`src/rtl/bsr_pkg.sv`:
```
`timescale 1ns/1ps
package bsr_pkg;
  typedef enum logic [1:0] {
    BSR_OFF    = 2'b00,
    BSR_SAMPLE = 2'b01,
    BSR_EXTEST = 2'b10,
    BSR_RSVD   = 2'b11
  } bsr_mode_e;

  function automatic logic bsr_selected(input logic [1:0] m);
    return (m == BSR_SAMPLE) || (m == BSR_EXTEST);
  endfunction
endpackage

```
`src/rtl/bsr_in_cell.sv`:
```
`timescale 1ns/1ps
module bsr_in_cell (
  input  logic clk,
  input  logic rst,
  input  logic cap_en,
  input  logic shf_en,
  input  logic sin,
  input  logic pad_i,
  output logic core_o,
  output logic sq
);
  // Input pins always reach the core; the cell only observes them.
  assign core_o = pad_i;

  always_ff @(posedge clk) begin
    if (rst)         sq <= 1'b0;
    else if (cap_en) sq <= pad_i;
    else if (shf_en) sq <= sin;
  end
endmodule

```
`src/rtl/bsr_out_cell.sv`:
```
`timescale 1ns/1ps
module bsr_out_cell (
  input  logic clk,
  input  logic rst,
  input  logic cap_en,
  input  logic shf_en,
  input  logic upd_en,
  input  logic drive_lat,
  input  logic sin,
  input  logic core_i,
  output logic pad_o,
  output logic sq
);
  logic lat;

  // Update latch: loaded on the falling edge and never reset.
  always_ff @(negedge clk) begin
    if (upd_en) lat <= sq;
  end

  assign pad_o = drive_lat ? lat : core_i;

  // The capture takes whatever is on the pad path: core value or latch.
  always_ff @(posedge clk) begin
    if (rst)         sq <= 1'b0;
    else if (cap_en) sq <= pad_o;
    else if (shf_en) sq <= sin;
  end
endmodule

```
`src/rtl/bsr_chain.sv`:
```
`timescale 1ns/1ps
module bsr_chain #(
  parameter int N_IN  = 4,
  parameter int N_OUT = 4
) (
  input  logic             tck,
  input  logic             rst,
  input  logic [1:0]       mode,
  input  logic             capture_dr,
  input  logic             shift_dr,
  input  logic             update_dr,
  input  logic             scan_in,
  output logic             scan_out,
  input  logic [N_IN-1:0]  pad_in,
  output logic [N_IN-1:0]  core_in,
  input  logic [N_OUT-1:0] core_out,
  output logic [N_OUT-1:0] pad_out
);
  import bsr_pkg::*;

  localparam int LEN = N_IN + N_OUT;

  logic           sel;
  logic           extest;
  logic           cap_en;
  logic           shf_en;
  logic           upd_en;
  logic [LEN-1:0] chain;
  logic [LEN-1:0] nxt;

  assign sel    = bsr_selected(mode);
  assign extest = (mode == BSR_EXTEST);
  assign cap_en = sel & capture_dr;
  assign shf_en = sel & shift_dr;
  assign upd_en = sel & update_dr;

  // Shift toward bit 0; scan_in enters the top cell.
  assign nxt      = {scan_in, chain[LEN-1:1]};
  assign scan_out = chain[0];

  for (genvar i = 0; i < N_IN; i++) begin : g_in
    bsr_in_cell u_cell (
      .clk    (tck),
      .rst    (rst),
      .cap_en (cap_en),
      .shf_en (shf_en),
      .sin    (nxt[i]),
      .pad_i  (pad_in[i]),
      .core_o (core_in[i]),
      .sq     (chain[i])
    );
  end

  for (genvar j = 0; j < N_OUT; j++) begin : g_out
    bsr_out_cell u_cell (
      .clk       (tck),
      .rst       (rst),
      .cap_en    (cap_en),
      .shf_en    (shf_en),
      .upd_en    (upd_en),
      .drive_lat (extest),
      .sin       (nxt[N_IN+j]),
      .core_i    (core_out[j]),
      .pad_o     (pad_out[j]),
      .sq        (chain[N_IN+j])
    );
  end
endmodule

```
`config.mk`:
```
export PLATFORM = sky130hd
export DESIGN_NAME = bsr_chain
export DESIGN_NICKNAME = d
export VERILOG_FILES = /design/src/rtl/bsr_pkg.sv /design/src/rtl/bsr_in_cell.sv /design/src/rtl/bsr_out_cell.sv /design/src/rtl/bsr_chain.sv
export SDC_FILE = /design/constraint.sdc
export NUM_CORES = 1
export LEC_CHECK = 0
export BUFFER_PORTS_ARGS = -buffer_cell sky130_fd_sc_hd__buf_4
export CORE_UTILIZATION = 50
export DETAILED_ROUTE_END_ITERATION = 10
export GPL_TIMING_DRIVEN = 1
export HOLD_SLACK_MARGIN = 0.05
export PLACE_DENSITY_LB_ADDON = 0.1
export REMOVE_ABC_BUFFERS = 1
export SLEW_MARGIN = 10
export SYNTH_ARGS = -nofsm -noshare
export SYNTH_HDL_FRONTEND = slang
export SYNTH_HIERARCHICAL = 1
export SYNTH_SLANG_ARGS = --single-unit
```
`constraint.sdc`:
```
create_clock -name tck -period 4.8 [get_ports tck]
set_clock_uncertainty 0.2 [all_clocks]
set_input_delay 0.72 -clock tck [delete_from_list [all_inputs] [get_ports tck]]
set_output_delay 0.72 -clock tck [all_outputs]
set_load 0.02 [all_outputs]
```
# == After elaboration in Yosys (flattened, before gate mapping) ==
# Cells that the tools add are included.
# totals
out_inout_bits,9
reg_bits,12
word_cells,39
# op_classes
bitwise_logic,3
mux,20
n_eq_ne,2
reduce_logical,2
# ops
cell,count
$mux W1,20
$and A1 B1 Y1,3
$eq A2 B1 Y1 const B,1
$eq A2 B2 Y1 const B,1
$reduce_bool A2 Y1,1
$logic_or A1 B1 Y1,1

# == Depth between registers and ports, before layout ==
# Gate-level depths: netlist (run 1).
# logic_depth
word_depth,5
depth_mapped,5
mapped_depth_nobuf,5

# == Hierarchy ==
# The synthesis (run 1) kept the hierarchy.
# modules_own_cells
mod,cells_per_inst,seq_area_each_um2,area_per_inst_um2,n_inst
bsr_out_cell,8,50.0,102.6,4
bsr_in_cell,6,20.0,60.1,4
bsr_chain,5,0.0,35.0,1

==> flow_summary.ini, run 1 <==
[pwr]
intPower_uw = 199
power_frac_seq_pct = 43.4
p_comb_share_pct = 22.8
ir_worst_vdd_mv = 0.253
p_per_area_nw_per_um2 = 307
clkPwrFrac_pct = 33.9
p_leak_uw = 0.000414
power_switching_uw = 74.2
switching_share_pct = 27.1

[job]
maxCapViolCount = 0

[sta]
worst_slew_pin_slew_ns = 1.01
maxSlewHeadroom_pct = 32.6
layout_setup_ws_ns = 0.342
rsz0062_at_grt = no
drv_slew = 0
final_hold_viol_count = 0
setup_viol = 0
setup_tns_ns = 0

[clocking]
path_clk_slew_ns = 0.07
clockBufferDepth = 2
cts.sinks = 12
cts_resized = 0
htree_levels = 1
cts_tree = done
ctsRootBufferMaster = clkbuf_4
cts_buffers = 3
cts_hold_buf = 0
clock_latency_ns = 0.34
post_cts_buffers = 0

[worst_setup_path]
start_kind = register
crit_chain = mux2_4, buf_4
critical_path_required_ns = 3.88
rrSetupSlack_ns = 1.21
cp_slowest_stage_delay_ns = 0.37
crit_arrival_ns = 3.54
cp_top_family = flip-flops
slowest_stage = edfxtp_1
worstSetupPathType = register to primary output
worst-path-buf-inv = 1
crit_fanout = 2
cp-end-kind = primary output

[layout]
drive_gt1_share_pct = 47.1
antennaDiodeCount = 0
area_growth_pct = 29.7
fin_nets = 103
final_cell_area_um2 = 890
mostFrequentLayoutCells = buf_4, nor2b_1, inv_1
final_common_cell = buf_4
fin_util_pct = 75.0
fin_cells = 99

[place]
dp_cells = 95
gp_congestion = 0.755
pre_cts_ws_ns = 0.402
io_buffers = 24
hpwl_um = 905
place_area_um2 = 853

[floorplanning]
die_w_um = 39.0
initial_core_util_pct = 57.8
top_level_ports = 25
core_region_area_um2 = 1190
die_y_um = 39.0
dieArea_um2 = 1520
fp-row-count = 12

[synthesis]
syn-instance-count = 61
synth_seq_area_share_pct = 40.9
synth_area_um2 = 686
yosys.area.top_type = dfxtp_1
synth_cell_type_count = 11
synth.ff_latch_count = 12
ys.warnings.count = 6
synthTopCellsByArea = dfxtp_1, edfxtp_1, mux2_4
postSynthAreaPerCell_um2 = 11.2
synth_top_area_share_pct = 23.4

[global_route]
antenna_found_initial = 0
grt_max_degree = 17
grt_pass1_wl_um = 1880
grt_pass1_vias = 444
overflow = 0
grt.total_usage_pct = 19.5

[route]
drc = 0
vias = 497
first_pass_iters = 2
drt_iter0_drc = 2
totalWireLength_um = 1230
avgRoutedWirePerCell_um = 12.4
routed_via_density = 5.02
ant_nets = 0

[worst_hold_path]
holdCritPathClass = register to register

[run_status]
status = finished clean
through the flow:
stage | power, µW | hold WS (ns)
after floorplan | 166 | 0.352
after global placement | 192 | 0.376
after detailed placement | 194 | 0.385
after CTS | 277 | 0.395
after global routing | 287 | 0.409
final | 273 | 0.390
sequential cells by signal (all words and copies together), names as in the netlist:
| signal | cells |
|---|---|
| g_in.u_cell/sq | 4 |
| g_out.u_cell/lat | 4 |
| g_out.u_cell/sq | 4 |
per-layer routing:
layer	up-vias	global-route usage, %	share of wire [%]
li1	251	-	-
met1	224	23.3	45
met2	18	28.7	46
met3	4	6.94	6.9
met4	0	12.9	1.9
met5	-	0	0
cells in the mapped netlist:
master and number:
a211oi_2 4, a22o_1 4, buf_4 4, dfxtp_1 8, edfxtp_1 4, ha_1 1
inv_1 9, mux2_4 8, mux2i_1 4, nor2_1 4, nor2b_1 11
worst paths after layout:
kind,startpoint,to,depth (start not counted)
setup / recovery,g_out[2].u_cell/lat,pad_out[2],2
hold / removal,g_in[2].u_cell/sq,g_in[2].u_cell/sq,2
hold reg to reg,g_in[2].u_cell/sq,g_in[2].u_cell/sq,2
setup reg to reg,g_out[2].u_cell/lat,g_out[2].u_cell/sq,2
power groups by stage:
stage	clock network [µW]	registers, µW	logic [µW]
detailed placement	10.3	121	62.6
CTS	95.9	119	62.8
finish	92.6	119	62.2
floorplan	10.3	120	36.1
global route	101	120	66.7
global placement	10.3	121	61.5
worst register-to-register path: stages (launching register included):
cell      delay (ns)
edfxtp_1        0.37
mux2_4          0.28
a22o_1          0.19
cell families (layout without fill, tap and decap cells):
kind of cell / after synthesis / count (layout) / synth area share, %
compound gates: 8 / 8 / 12.4
fa+ha+maj: 1 / 1 / 1.82
buf+inv: 13 / 37 / 9.31
flops: 12 / 12 / 40.9
mux: 12 / 12 / 23.4
simple gates: 15 / 15 / 12.2
cell type report:
type | instances | area, µm²
sequential | 12 | 280
fill | 93 | 297
multi-input combinational | 36 | 342
clock buffer | 4 | 36.3
tap | 14 | 17.5
clock inverter | 4 | 15.0
timing repair buffer | 24 | 180
inverter | 5 | 18.8
No activity file was read; power rests on OpenSTA's default activity.
==> inputs of run 2 (changes only) <==
PLACE_DENSITY = 0.81   (was default)
PLACE_DENSITY_LB_ADDON = default   (was 0.1)
==> run 2 against run 1 <==
Hold slack better by 0.0048 ns; first-iteration DRC count grew to 2.5 times the previous value; combinational power hardly changed; die area unchanged; critical endpoint is now pad_out[3].
==> flow_summary.ini, run 2 (synthesized netlist as in run 1, its figures left out) <==
[run_status]
status = finished clean

[clocking]
cts.sinks = 12
post_cts_buffers = 0
ctsRootBufferMaster = clkbuf_4
cts_tree = done
cts_hold_buf = 0
path_clk_slew_ns = 0.08
clockBufferDepth = 2
cts_resized = 0
cts_buffers = 3
htree_levels = 1
clock_latency_ns = 0.34

[layout]
drive_gt1_share_pct = 47.1
area_growth_pct = 28.5
num-fill-cells = 89
final-seq-area_um2 = 280
mostFrequentLayoutCells = buf_4, nor2b_1, inv_1
antennaDiodeCount = 0
fin_cells = 99
fin_nets = 103
multi_input_area_um2 = 342
reg_top3 = g_in.u_cell/sq: 4 flops, g_out.u_cell/lat: 4 flops, g_out.u_cell/sq: 4 flops
final_common_cell = buf_4

[place]
io_buffers = 24
pre_cts_ws_ns = 0.412
dp_cells = 95
gp_congestion = 0.701
hpwl_um = 965

[global_route]
overflow = 0
grt_pass1_wl_um = 2080
grt.total_usage_pct = 21.7
grt_pass1_vias = 454
antenna_found_initial = 0
grt_max_degree = 17

[worst_hold_path]
hold_depth = 2
hold_start = g_in[2].u_cell/sq
holdCritPathClass = register to register
hold_end = g_in[2].u_cell/sq

[pwr]
ir_worst_vdd_mv = 0.198
switching_share_pct = 29.7
p_comb_share_pct = 23.8
intPower_uw = 184
p_per_area_nw_per_um2 = 297
power_switching_uw = 77.7
p_leak_uw = 0.000411
power_frac_seq_pct = 45.5
clkPwrFrac_pct = 30.8

[floorplanning]
dieArea_um2 = 1520
core_region_area_um2 = 1190
die_y_um = 39.0
fp-row-count = 12
die_w_um = 39.0
top_level_ports = 25
initial_core_util_pct = 57.8

[sta]
setup_tns_ns = 0
final_hold_viol_count = 0
layout_setup_ws_ns = 0.351
drv_slew = 0
maxSlewHeadroom_pct = 34.7
worst_slew_pin_slew_ns = 0.978
setup_viol = 0
rsz0062_at_grt = no

[route]
routed_via_density = 5.12
totalWireLength_um = 1260
vias = 507
first_pass_iters = 3
drt_iter0_drc = 5
ant_nets = 0
avgRoutedWirePerCell_um = 12.7
drc = 0

[worst_setup_path]
start_kind = register
reg2reg_from = g_out[3].u_cell/lat
worstSetupPathType = register to primary output
crit_arrival_ns = 3.53
rr_endpoint = g_out[3].u_cell/sq
cp-end-kind = primary output
crit_fanout = 2
rrSetupSlack_ns = 1.22
critical_path_required_ns = 3.88
reg2reg_depth = 2

[job]
maxCapViolCount = 0
==> run 2: power by group through the flow <==
stage | sequential [µW] | combinational [µW] | clock, µW
6_report | 119 | 62.2 | 80.4
5_1_grt | 120 | 67.1 | 90.3
4_1_cts | 119 | 62.6 | 80.6
3_5_place_dp | 121 | 62.6 | 10.3
3_3_place_gp | 120 | 61.3 | 10.3
2_1_floorplan | 120 | 36.1 | 10.3
==> run 2: final cells by class <==
class | count | area share (%)
clock buffer | 3 | 2.56
clock inverter | 5 | 2.27
inverter | 5 | 2.13
multi-input combinational | 36 | 38.8
sequential | 12 | 31.8
tap | 14 | 1.99
timing repair buffer | 24 | 20.5
==> run 2: worst max-delay path by stage <==
stage | slack (ns) | depth (start not counted) | end | start
floorplan | 0.58 | 3 | g_out[0].u_cell/lat | mode[0]
global placement | 0.43 | 4 | g_out[2].u_cell/lat | mode[0]
detailed placement | 0.41 | 4 | g_out[0].u_cell/lat | mode[0]
CTS | 0.34 | 2 | pad_out[2] | g_out[2].u_cell/lat
global route | 0.29 | 2 | pad_out[0] | g_out[0].u_cell/lat
finish | 0.35 | 2 | pad_out[3] | g_out[3].u_cell/lat
==> run 2: per-layer routing <==
metal  GRT usage [%]  up-vias  share of wire [%]
met5               0        -                  0
met4            7.76        0                1.1
met3            10.4        2                5.6
met2            32.5       17                 47
met1            26.6      235                 46
li1                -      253                  -
==> run 2: critical path: stages, from the launching register on <==
cell and delay [ns]:
edfxtp_1 0.36, mux2_4 0.28, buf_4 0.16
==> run 2: through the flow <==
step / hold slack, ns / instance area, µm² / power (µW) / utilization [%]
2_1_floorplan: 0.352 / 656 / 166 / -
3_3_place_gp: 0.378 / 853 / 192 / 71.9
3_5_place_dp: 0.388 / 853 / 194 / 71.9
4_1_cts: 0.397 / 881 / 262 / 74.3
5_1_grt: 0.418 / 881 / 277 / 74.3
6_report: 0.394 / 881 / 262 / 74.3
==> inputs of run 3 (changes only) <==
MAX_ROUTING_LAYER = met4   (was default)
==> run 3 against run 2 <==
Power hardly changed; critical path depth stayed put; clock power is essentially flat; routed wire length increased by 0.24%; count of clock-buffer cells in the layout stayed put; highest routed layer unchanged; sequential power about the same; largest power group unchanged; core utilization stayed put; sequential share of layout area did not move; cell area did not move; largest cell class unchanged; worst setup slack lost 0.00057 ns; flip-flop and latch count stayed put; global-route usage is 0.53 points higher.
==> flow_summary.ini, run 3 (synthesized netlist as in run 1, its figures left out) <==
[pwr]
ir_worst_vdd_mv = 0.199
power_switching_uw = 77.9
switching_share_pct = 29.8
clkPwrFrac_pct = 30.8
power_frac_seq_pct = 45.4
p_leak_uw = 0.000411
p_per_area_nw_per_um2 = 297
p_comb_share_pct = 23.7
intPower_uw = 184

[worst_hold_path]
holdCritPathClass = register to register
hold_start = g_in[2].u_cell/sq
hold_depth = 2

[clocking]
cts_buffers = 3
path_clk_slew_ns = 0.08
cts_tree = done
cts_hold_buf = 0
ctsRootBufferMaster = clkbuf_4
htree_levels = 1
clockBufferDepth = 2
cts_resized = 0
cts.sinks = 12
clock_latency_ns = 0.34
post_cts_buffers = 0

[run_status]
status = finished clean

[worst_setup_path]
worstSetupPathType = register to primary output
crit_arrival_ns = 3.53
crit_fanout = 2
worst-path-buf-inv = 1
reg2reg_depth = 2
slowest_stage = edfxtp_1
cp.depth = 2
worstSetupStartpoint = g_out[3].u_cell/lat
cp_slowest_stage_delay_ns = 0.36
crit_chain = mux2_4, buf_4
start_kind = register
reg2reg_from = g_out[3].u_cell/lat
cp-end-kind = primary output
critical_path_required_ns = 3.88
cp_top_family = flip-flops

[layout]
multi_input_area_um2 = 342
fin_cells = 99
mostFrequentLayoutCells = buf_4, nor2b_1, inv_1
fin_nets = 103
antennaDiodeCount = 0
drive_gt1_share_pct = 47.1
final-seq-area_um2 = 280
area_growth_pct = 28.5
num-fill-cells = 89
reg_top3 = g_in.u_cell/sq: 4 flops, g_out.u_cell/lat: 4 flops, g_out.u_cell/sq: 4 flops
final_common_cell = buf_4

[job]
maxCapViolCount = 0

[sta]
drv_slew = 0
rsz0062_at_grt = no
setup_viol = 0
layout_setup_ws_ns = 0.350
holdWs_ns = 0.394
setup_tns_ns = 0
maxSlewHeadroom_pct = 35.2
worst_slew_pin_slew_ns = 0.970
final_hold_viol_count = 0

[route]
avgRoutedWirePerCell_um = 12.7
met2_length_um = 592
first_pass_iters = 3
top_layer = met4
drt_iter0_drc = 5
met3_length_um = 71
totalWireLength_um = 1260
wl_met1_um = 582
routed_via_density = 5.14
vias = 509
ant_nets = 0
drc = 0

[floorplanning]
core_region_area_um2 = 1190
top_level_ports = 25
die_y_um = 39.0
fp-row-count = 12
dieArea_um2 = 1520
die_w_um = 39.0
initial_core_util_pct = 57.8

[place]
pre_cts_ws_ns = 0.412
hpwl_um = 965
io_buffers = 24
dp_cells = 95
gp_congestion = 0.708

[global_route]
grt_pass1_wl_um = 2080
grt.total_usage_pct = 22.2
overflow = 0
grt_pass1_vias = 452
antenna_found_initial = 0
grt_max_degree = 17
run 3: stage by stage:
stage          area, µm²  total power [µW]  util (%)
2_1_floorplan        656               166         -
3_3_place_gp         853               192      71.9
3_5_place_dp         853               194      71.9
4_1_cts              881               262      74.3
5_1_grt              881               277      74.3
6_report             881               262      74.3
run 3: path summary, 6_finish.rpt:
| check | to | slack (ns) |
|---|---|---|
| setup / recovery | pad_out[3] | 0.35 |
| hold / removal | g_in[2].u_cell/sq | 0.39 |
| setup reg to reg | g_out[3].u_cell/sq | 1.22 |
| hold reg to reg | g_in[2].u_cell/sq | 0.39 |
run 3: per-layer routing:
layer | GRT usage, % | vias to the layer above
met4 | 7.76 | 0
met1 | 26.6 | 237
met3 | 10.4 | 2
li1 | - | 253
met5 | - | -
met2 | 32.5 | 17
run 3: layout make-up:
type                    instances  area share [%]
flip-flops and latches         12            31.8
inverters                       5            2.13
repair buffers                 24            20.5
clock buffers                   3            2.56
clock inverters                 5            2.27
well taps                      14            1.99
multi-input cells              36            38.8
run 3: power groups by stage:
stage / clock, µW / sequential [µW] / combinational [µW]
2_1_floorplan: 10.3 / 120 / 36.1
3_3_place_gp: 10.3 / 120 / 61.3
3_5_place_dp: 10.3 / 121 / 62.6
4_1_cts: 80.6 / 119 / 62.6
5_1_grt: 90.3 / 120 / 67.1
6_report: 80.7 / 119 / 62.1
run 3: worst reg2reg max path, delay by kind of cell, from the launching register on:
kind / cells / cell delay (ns)
multiplexers: 1 / 0.28
flip-flops: 1 / 0.36
AO/OA/AOI/OAI: 1 / 0.19
